`config.mk`:
```
export PLATFORM = sky130hd
export DESIGN_NAME = fp_issue_interlock
export DESIGN_NICKNAME = d
export VERILOG_FILES = /design/src/rtl/fpi_pkg.sv /design/src/rtl/fpi_stage_track.sv /design/src/rtl/fpi_scoreboard.sv /design/src/rtl/fpi_hazard.sv /design/src/rtl/fp_issue_interlock.sv
export SDC_FILE = /design/constraint.sdc
export NUM_CORES = 1
export LEC_CHECK = 0
export BUFFER_PORTS_ARGS = -buffer_cell sky130_fd_sc_hd__buf_2
export CORE_MARGIN = 2
export CORE_UTILIZATION = 45
export DETAILED_ROUTE_END_ITERATION = 12
export PLACE_DENSITY_LB_ADDON = 0.05
export SLEW_MARGIN = 20
export SYNTH_ARGS = -nofsm -noshare
export SYNTH_HDL_FRONTEND = slang
export SYNTH_SLANG_ARGS = --single-unit
```
`constraint.sdc`:
```
create_clock -name clk -period 2.8 [get_ports clk]
set_input_delay 0.14 -clock clk [delete_from_list [all_inputs] [get_ports clk]]
set_output_delay 0.14 -clock clk [all_outputs]
set_load 0.005 [all_outputs]
```
`src/rtl/fpi_pkg.sv`:
```
package fpi_pkg;
  typedef enum logic [2:0] {
    OP_ADD   = 3'd0,
    OP_MUL   = 3'd1,
    OP_DIV   = 3'd2,
    OP_SQRT  = 3'd3,
    OP_RECIP = 3'd4
  } fp_op_e;
endpackage

```
`src/rtl/fpi_stage_track.sv`:
```
// Occupancy model of multiply / add / normalize; multiply may hold for many cycles.
module fpi_stage_track #(
  parameter int RW = 5,
  parameter int CW = 5
) (
  input  logic          clk,
  input  logic          rst_n,
  input  logic          issue,
  input  logic [CW-1:0] hold,
  input  logic [RW-1:0] dst,
  output logic          m_busy,
  output logic          a_v,
  output logic [RW-1:0] a_dst,
  output logic          n_v,
  output logic [RW-1:0] n_dst
);
  logic          m_v_q, m_v_d;
  logic [CW-1:0] m_cnt_q, m_cnt_d;
  logic [RW-1:0] m_dst_q, m_dst_d;
  logic          a_v_q, a_v_d;
  logic [RW-1:0] a_dst_q, a_dst_d;
  logic          n_v_q, n_v_d;
  logic [RW-1:0] n_dst_q, n_dst_d;
  logic          m_last;

  assign m_last = m_v_q && (m_cnt_q <= CW'(1));

  always_comb begin
    m_v_d   = m_v_q;
    m_cnt_d = m_cnt_q;
    m_dst_d = m_dst_q;
    a_v_d   = 1'b0;
    a_dst_d = a_dst_q;
    if (m_v_q) begin
      if (m_last) begin
        a_v_d   = 1'b1;
        a_dst_d = m_dst_q;
        m_v_d   = 1'b0;
      end else begin
        m_cnt_d = m_cnt_q - CW'(1);
      end
    end
    if (issue) begin
      m_v_d   = 1'b1;
      m_cnt_d = hold;
      m_dst_d = dst;
    end
    n_v_d   = a_v_q;
    n_dst_d = a_v_q ? a_dst_q : n_dst_q;
  end

  always_ff @(posedge clk or negedge rst_n) begin
    if (!rst_n) begin
      m_v_q   <= 1'b0;
      m_cnt_q <= '0;
      m_dst_q <= '0;
      a_v_q   <= 1'b0;
      a_dst_q <= '0;
      n_v_q   <= 1'b0;
      n_dst_q <= '0;
    end else begin
      m_v_q <= m_v_d;
      a_v_q <= a_v_d;
      n_v_q <= n_v_d;
      if (issue || m_v_q) m_cnt_q <= m_cnt_d;
      if (issue) m_dst_q <= m_dst_d;
      if (m_last) a_dst_q <= a_dst_d;
      if (a_v_q) n_dst_q <= n_dst_d;
    end
  end

  assign m_busy = m_v_q && !m_last;
  assign a_v    = a_v_q;
  assign a_dst  = a_dst_q;
  assign n_v    = n_v_q;
  assign n_dst  = n_dst_q;
endmodule

```
`src/rtl/fpi_scoreboard.sv`:
```
// One pending bit per floating-point register.
module fpi_scoreboard #(
  parameter int NREG = 32,
  parameter int RW   = 5
) (
  input  logic            clk,
  input  logic            rst_n,
  input  logic            set_en,
  input  logic [RW-1:0]   set_idx,
  input  logic            clr_en,
  input  logic [RW-1:0]   clr_idx,
  output logic [NREG-1:0] pend
);
  logic [NREG-1:0] pend_q, pend_d;

  always_comb begin
    for (int i = 0; i < NREG; i++) begin
      pend_d[i] = (pend_q[i] && !(clr_en && clr_idx == RW'(i)))
                || (set_en && set_idx == RW'(i));
    end
  end

  always_ff @(posedge clk or negedge rst_n) begin
    if (!rst_n) pend_q <= '0;
    else if (set_en || clr_en) pend_q <= pend_d;
  end

  assign pend = pend_q;
endmodule

```
`src/rtl/fpi_hazard.sv`:
```
// Structural and register-conflict check, plus forward selects.
module fpi_hazard #(
  parameter int NREG   = 32,
  parameter int RW     = 5,
  parameter bit FWD_EN = 1'b1
) (
  input  logic            valid,
  input  logic [RW-1:0]   src_a,
  input  logic [RW-1:0]   src_b,
  input  logic [RW-1:0]   dst,
  input  logic            m_busy,
  input  logic [NREG-1:0] pend,
  input  logic            n_v,
  input  logic [RW-1:0]   n_dst,
  output logic            ready,
  output logic            fwd_a,
  output logic            fwd_b
);
  logic raw, waw;

  assign raw   = pend[src_a] || pend[src_b];
  assign waw   = pend[dst];
  assign ready = !m_busy && !raw && !waw;

  generate
    if (FWD_EN) begin : g_fwd
      assign fwd_a = valid && n_v && (n_dst == src_a);
      assign fwd_b = valid && n_v && (n_dst == src_b);
    end else begin : g_nofwd
      assign fwd_a = 1'b0;
      assign fwd_b = 1'b0;
    end
  endgenerate
endmodule

```
`src/rtl/fp_issue_interlock.sv`:
```
module fp_issue_interlock #(
  parameter int NREG    = 32,
  parameter int DIV_CYC = 17,
  parameter int RCP_CYC = 4,
  parameter bit FWD_EN  = 1'b1
) (
  input  logic       clk,
  input  logic       rst_n,
  input  logic       in_valid,
  output logic       in_ready,
  input  logic [2:0] in_op,
  input  logic       in_dbl,
  input  logic       in_special,
  input  logic [4:0] in_src_a,
  input  logic [4:0] in_src_b,
  input  logic [4:0] in_dst,
  output logic       fwd_a,
  output logic       fwd_b
);
  import fpi_pkg::*;

  localparam int RW = $clog2(NREG);
  localparam int CW = $clog2(DIV_CYC + 2);

  logic          rst_meta, rst_n_s;
  logic          iss, m_busy;
  logic [CW-1:0] hold;
  logic          a_v, n_v;
  logic [RW-1:0] a_dst, n_dst;
  logic          clr_en;
  logic [RW-1:0] clr_idx;
  logic [NREG-1:0] pend;
  fp_op_e        op;

  always_ff @(posedge clk or negedge rst_n) begin
    if (!rst_n) begin
      rst_meta <= 1'b0;
      rst_n_s  <= 1'b0;
    end else begin
      rst_meta <= 1'b1;
      rst_n_s  <= rst_meta;
    end
  end

  assign op = fp_op_e'(in_op);

  always_comb begin
    unique case (op)
      OP_MUL:           hold = in_dbl ? CW'(2) : CW'(1);
      OP_DIV, OP_SQRT:  hold = CW'(DIV_CYC);
      OP_RECIP:         hold = CW'(RCP_CYC);
      default:          hold = CW'(1);
    endcase
    hold = hold + CW'(in_special);
  end

  assign iss = in_valid && in_ready;

  fpi_stage_track #(.RW(RW), .CW(CW)) u_track (
    .clk(clk), .rst_n(rst_n_s), .issue(iss), .hold(hold), .dst(in_dst[RW-1:0]),
    .m_busy(m_busy), .a_v(a_v), .a_dst(a_dst), .n_v(n_v), .n_dst(n_dst)
  );

  generate
    if (FWD_EN) begin : g_clr_early
      assign clr_en  = a_v;
      assign clr_idx = a_dst;
    end else begin : g_clr_late
      assign clr_en  = n_v;
      assign clr_idx = n_dst;
    end
  endgenerate

  fpi_scoreboard #(.NREG(NREG), .RW(RW)) u_sb (
    .clk(clk), .rst_n(rst_n_s), .set_en(iss), .set_idx(in_dst[RW-1:0]),
    .clr_en(clr_en), .clr_idx(clr_idx), .pend(pend)
  );

  fpi_hazard #(.NREG(NREG), .RW(RW), .FWD_EN(FWD_EN)) u_haz (
    .valid(in_valid), .src_a(in_src_a[RW-1:0]), .src_b(in_src_b[RW-1:0]),
    .dst(in_dst[RW-1:0]), .m_busy(m_busy), .pend(pend), .n_v(n_v), .n_dst(n_dst),
    .ready(in_ready), .fwd_a(fwd_a), .fwd_b(fwd_b)
  );
endmodule

```
=== After elaboration in Yosys (flattened, before gate mapping) ===
Index checks and enable logic that the tools add are counted.

* Bits in registers: 57
* Latch bits: 0
* RAM bits: 0
* ROM bits: 0
* Input port bits: 23
* Output and inout port bits: 3
* Word-level logic and storage cells: 282
* Memories: 0

* Add/sub/neg operators: 2
* $mul: 0
* Div/mod/pow operators: 0
* Magnitude comparators: 4
* Equal/unequal tests: 69
* Shift operators: 0
* Multiplexer cells: 16
* Bitwise logic cells: 0
* Reductions and logical operators: 181

{| class="wikitable"
|+ Operators by type and width
! cell !! count
|-
| 5-bit == test (second input constant) || 32
|-
| 1-bit logical AND || 104
|-
| 5-bit by 4-bit == test with 1-bit output (second input constant) || 16
|-
| 5-bit by 3-bit == test with 1-bit output (second input constant) || 8
|-
| 1-bit zero test || 36
|-
| 1-bit logical OR || 35
|-
| 5-bit by 2-bit == test with 1-bit output (second input constant) || 4
|-
| 5-bit by 6-bit < comparator with 1-bit output (second input constant) || 3
|-
| 1-bit binary-select mux with 5-bit select || 3
|-
| 5-bit two-way mux || 3
|-
| 5-bit case mux with 3 select lines || 1
|-
| 5-bit by 1-bit == test with 1-bit output (second input constant) || 2
|-
| 5-bit == test || 2
|-
| 5-bit zero test || 2
|-
| 1-bit two-way mux || 8
|-
| 3-bit by 2-bit == test with 1-bit output (second input constant) || 2
|-
| 5-bit by 1-bit adder with 5-bit output || 1
|-
| 5-bit by 1-bit <= comparator with 1-bit output (second input constant) || 1
|-
| 5-bit by 1-bit subtractor with 5-bit output (second input constant) || 1
|-
| 3-bit by 1-bit == test with 1-bit output (second input constant) || 1
|-
| 3-bit == test (second input constant) || 1
|-
| 3-bit AND reduction || 1
|-
| 2-bit two-way mux || 1
|-
| 2-bit by 1-bit inequality test with 1-bit output (second input constant) || 1
|-
| other kinds (3) || 3
|}

=== Depth between registers and ports, before layout ===
* Depth in word-level cells: 10
* Mapped depth: 10

=== Modules after synthesis ===
From an unflattened synthesis, not the netlist that was laid out.

* Cells, all modules: 317
* Area, all modules: 3489.6 µm²

{| class="wikitable"
|+ Modules (own cells, without submodules)
! module !! instances !! cells each !! area each (µm²)
|-
| fpi_scoreboard || 1 || 129 || 1332.5
|-
| fpi_hazard || 1 || 102 || 1037.2
|-
| fpi_stage_track || 1 || 72 || 975.9
|-
| fp_issue_interlock || 1 || 14 || 143.9
|}

=== Worst setup path after synthesis ===
No wires, ideal clock.

* Path type: input port to flip-flop
* Start: in in_src_b[1]
* End: reg u_track.m_dst_q[0]
* Library setup time: 125 ps
* Arrival: 2493 ps
* Data required time: 2675 ps
* Path slack: 182 ps
* Stages on the path: 9
* Path buffers: 3
* Cells stage by stage: clkbuf_1 > mux4_2 > mux4_2 > nand2_1 > o311ai_1 > or4_1 > buf_2 > buf_6 > mux2_4

* Word-level cells in the longest chain between the ends: 7

{| class="wikitable"
|+ Ends and longest elaborated chain
! element !! line !! text
|-
| start, declared || fp_issue_interlock.sv:15 || <nowiki>input logic [4:0] in_src_b,</nowiki>
|-
| 1-bit binary-select mux with 5-bit select || fpi_hazard.sv:21 || <nowiki>assign raw = pend[src_a] || pend[src_b];</nowiki>
|-
| 1-bit two-way mux (implied by the code) || fpi_hazard.sv:21 ||
|-
| 1-bit logical OR || fpi_hazard.sv:21 ||
|-
| 1-bit zero test || fpi_hazard.sv:23 || <nowiki>assign ready = !m_busy && !raw && !waw;</nowiki>
|-
| 1-bit logical AND (2 in series) || fpi_hazard.sv:23 ||
|-
| 1-bit logical AND || fp_issue_interlock.sv:57 || <nowiki>assign iss = in_valid && in_ready;</nowiki>
|-
| end signal, assigned || fpi_stage_track.sv:66 || <nowiki>if (issue) m_dst_q <= m_dst_d;</nowiki>
|-
| end, declared || fpi_stage_track.sv:19 || <nowiki>logic [RW-1:0] m_dst_q, m_dst_d;</nowiki>
|}

Every way passes these cells. The select of a mux whose other input is x is not followed.
A chain may end at the register's enable or synchronous reset.

=== Worst setup path after layout ===
* Start: reg u_sb.pend_q[31], in the netlist u_sb.pend[31]
* End: reg u_track.m_cnt_q[0]

* Word-level cells in the longest chain between the ends: 9
* Elaborated cells on any way between the ends: 17

{| class="wikitable"
|+ Ends and longest elaborated chain
! element !! line !! text
|-
| start, declared || fpi_scoreboard.sv:14 || <nowiki>logic [NREG-1:0] pend_q, pend_d;</nowiki>
|-
| start signal, assigned || fpi_scoreboard.sv:25 || <nowiki>else if (set_en || clr_en) pend_q <= pend_d;</nowiki>
|-
| 1-bit binary-select mux with 5-bit select || fpi_hazard.sv:21 ||
|-
| 1-bit two-way mux (implied by the code) || fpi_hazard.sv:21 ||
|-
| 1-bit logical OR || fpi_hazard.sv:21 ||
|-
| 1-bit zero test || fpi_hazard.sv:23 ||
|-
| 1-bit logical AND || fpi_hazard.sv:23 ||
|-
| 1-bit logical AND (*) || fpi_hazard.sv:23 ||
|-
| 1-bit logical AND (*) || fp_issue_interlock.sv:57 ||
|-
| 2-bit by 1-bit inequality test with 1-bit output (no line), or another cell as far along || - ||
|-
| 3-bit AND reduction (no line) || - ||
|-
| end signal, assigned || fpi_stage_track.sv:65 || <nowiki>if (issue || m_v_q) m_cnt_q <= m_cnt_d;</nowiki>
|-
| end, declared || fpi_stage_track.sv:18 || <nowiki>logic [CW-1:0] m_cnt_q, m_cnt_d;</nowiki>
|}

Every way passes the cells marked *; elsewhere a longest branch is shown, timed or not. The select of a mux whose other input is x is not followed.

==> results.sh <==
export IMPL_grt_use_total_pct=25.0
export IMPL_grt_max_degree=42
export IMPL_yosys_area_top_type_share_pct=39.7
export IMPL_syn_avg_cell_area_um2=11.0
export IMPL_synth_top_family_by_area="multiplexers"
export IMPL_final_nets=381
export IMPL_syn_num_nets=353
export IMPL_cts_sink_count=57
export IMPL_netlist_cell_type_count=49
export IMPL_wl_mm=9.89
export IMPL_syn_cell_area_um2=3590
export IMPL_muxShareOfSynthArea_pct=21.1
export IMPL_cts_tree="done"
export IMPL_wl_per_cell_um=21.4
export IMPL_drt_pass1_iter_count=5
export IMPL_synthTopCellsByCount="57 x dfrtp_1, 35 x o21ai_0, 29 x nand2_1"
export IMPL_rsz0062_at_grt="true"
export IMPL_drive_gt1_share_pct=28.1
export IMPL_yosysSeqAreaShare_pct=39.7
export IMPL_slowest_stage="mux4_2"
export IMPL_drc=0
export IMPL_crit_required_ps=3030
export IMPL_synth_compound_area_share_pct=18.0
export IMPL_finalCriticalPeriod_ps=2760
export IMPL_diodes=0
export IMPL_stdcell_count=461
export IMPL_area_growth_pct=12.4
export IMPL_cp_arrival_ps=2990
export IMPL_viasPerCell=6.22
export IMPL_fin_worst_skew_ps=7.50
export IMPL_hold_viol_final=0
export IMPL_post_dp_hpwl_mm=7.15
export IMPL_die_area_um2=8700
export IMPL_vdd_drop_max_uv=416
export IMPL_clk_pin_slew_ps=70
export IMPL_synth_edff_count=0
export IMPL_yosys_area_share_adder_pct=1.39
export IMPL_synth_area_top_cells="dfrtp_1 40%, mux4_2 12%, o31ai_1 5.0%"
export IMPL_synth_top_cell_by_area="dfrtp_1"
export IMPL_root_buffer="clkbuf_8"
export IMPL_die_h_um=93.3
export IMPL_boundaryPins=26
export IMPL_fmax_mhz=363
export IMPL_ys_seq_elements=57
export IMPL_post_synth_top_count_cell="dfrtp_1"
export IMPL_core_area_um2=7730
export IMPL_cp_common_cell="mux4_2"
export IMPL_crit_buf_inv=1
export IMPL_io_buffers=25
export IMPL_setup_viol=0
export IMPL_yosys_area_share_simple_pct=11.9
export IMPL_clock_latency_ps=350
export IMPL_dpl_cell_count=444
export IMPL_holdWs_ps=65.4
export IMPL_initial_core_util_pct=46.4
export IMPL_die_w_um=93.3
export IMPL_vias=2868
export IMPL_grt_pass1_wl_mm=16.0
export IMPL_num_rows=32
export IMPL_crit_path_max_fanout=41
export IMPL_fin_util_pct=52.2
export IMPL_period_share_pct=98.5
export IMPL_multi_input_area_um2=2020
export IMPL_endpoint_kind="register"
export IMPL_path_cells="mux4_2, mux4_2, nand2_1, o311ai_1, or4_4, buf_12, mux2_1"
export IMPL_power_density_nw_per_um2=793
export IMPL_dp_slack_ps=21.3
export IMPL_syn_inst=326
export IMPL_crit_type="reg -> reg"
export IMPL_grt_pass1_vias=2791
export IMPL_fillers=715
export IMPL_async_flop_share_pct=100
export IMPL_critPathLaunchType="register"
export IMPL_h_tree_depth=3
export IMPL_first_iter_violations=205
export IMPL_synth_main_ff_cell="dfrtp_1"
export IMPL_seq_area_um2=1430
export IMPL_cpPeakStageDelay_ps=480
export IMPL_cts_setup_buffers=0
export IMPL_cpLargestDelayFamily="multiplexers"
export IMPL_leakagePower_uw=0.00174
export IMPL_maxCapViolations=0
export IMPL_relSlewSlack_pct=67.2
export IMPL_synthXorXnorAreaFrac_pct=3.66
export IMPL_hp_class="in -> reg"
export IMPL_numCtsBuffers=9
export IMPL_fin_ws_ps=41.9
export IMPL_yosysWarningCount=0
export IMPL_final_max_slew_violation_count=0
export IMPL_status="complete, no violations"
export IMPL_grt_remaining_overflow=0
export IMPL_antenna_found_initial=0
export IMPL_place_congestion=0.862
export IMPL_worst_slew_pin_slew_ps=484
export IMPL_clock_path_buffers=2
export IMPL_postRouteAntennaNets=0
layer usage:
metal  vias up  share of wire, %  track usage [%]
met1      1426                45             36.1
met4         0               1.6             9.07
met3        13               6.5             3.95
met2       138                47             38.2
li1       1291                 -                -
met5         -                 0                0
cell type report:
class / instances / share of cell area, %
multi-input cells: 237 / 50.2
flip-flops and latches: 57 / 35.4
repair buffers: 38 / 5.90
clock buffers: 11 / 3.51
well taps: 102 / 3.16
inverters: 11 / 1.02
clock inverters: 5 / 0.776
timing repair:
action	4_1_cts	5_1_grt
endpoints found under the setup margin	0	26
hold endpoints to repair	2	0
gates resized for setup	0	3
hold buffers	1	0
registers in the layout, summed over array words and instances (netlist names):
register / cells
u_track.m_dst_q: 5
rst_meta: 1
u_track.n_dst: 5
u_track.a_dst: 5
u_sb.pend: 32
u_track.m_cnt_q: 5
u_track.a_v: 1
u_track.n_v: 1
rst_n_s: 1
u_track.m_v_q: 1
placed cells by master, fill, tap and decap left out, types with 8 or more instances in the layout:
cell type | netlist | layout
dfrtp_1 | 57 | 55
o21ai_0 | 35 | 35
nand2_1 | 29 | 29
buf_2 | 3 | 25
o31ai_1 | 24 | 24
mux4_2 | 19 | 19
xnor2_1 | 13 | 13
mux2i_1 | 12 | 12
inv_1 | 11 | 11
buf_4 | 2 | 11
clkbuf_8 | 0 | 10
nand2b_1 | 9 | 9
mux2_2 | 9 | 9
nor2_1 | 9 | 9
o41ai_2 | 8 | 8
worst register-to-register path: stages (launching register included):
cell and delay (ps):
dfrtp_2 450, mux4_2 490, mux4_2 480, nand2_1 80, o311ai_1 150, or4_4 460, buf_12 210, mux2_1 330
logic make-up after synthesis:
| kind of cell | count (synthesis) |
|---|---|
| AO/OA/AOI/OAI | 87 |
| XOR/XNOR | 15 |
| adder cells (fa/ha/maj) | 4 |
| buffers and inverters | 32 |
| flip-flops | 57 |
| multiplexers | 48 |
| other | 1 |
| AND/OR/NAND/NOR | 82 |
through the flow:
stage | total power [µW] | cell area, µm² | TNS, ps
floorplan | 2150 | 3590 | 0
global placement | 2490 | 3840 | 0
detailed placement | 2500 | 3840 | 0
CTS | 3210 | 4020 | 0
global route | 3420 | 4030 | -21.6
finish | 3200 | 4030 | 0
path summary, 6_finish.rpt:
path                          startpoint            endpoint  slack (ps)  cells after the start
min reg2reg                      rst_n_s       u_track.m_v_q         220                      0
min                             in_op[1]  u_track.m_cnt_q[4]          70                      3
max reg2reg                u_sb.pend[31]  u_track.m_cnt_q[0]          40                      7
max                        u_sb.pend[31]  u_track.m_cnt_q[0]          40                      7
max in group asynchronous        rst_n_s       u_sb.pend[31]        1720                      1
min in group asynchronous          rst_n            rst_meta         100                      2
report_power, final:
group	internal (µW)	switching (µW)	total, µW
registers	1070	328	1400
clock network	341	347	689
logic	587	523	1110
No activity file was read; power rests on OpenSTA's default activity.
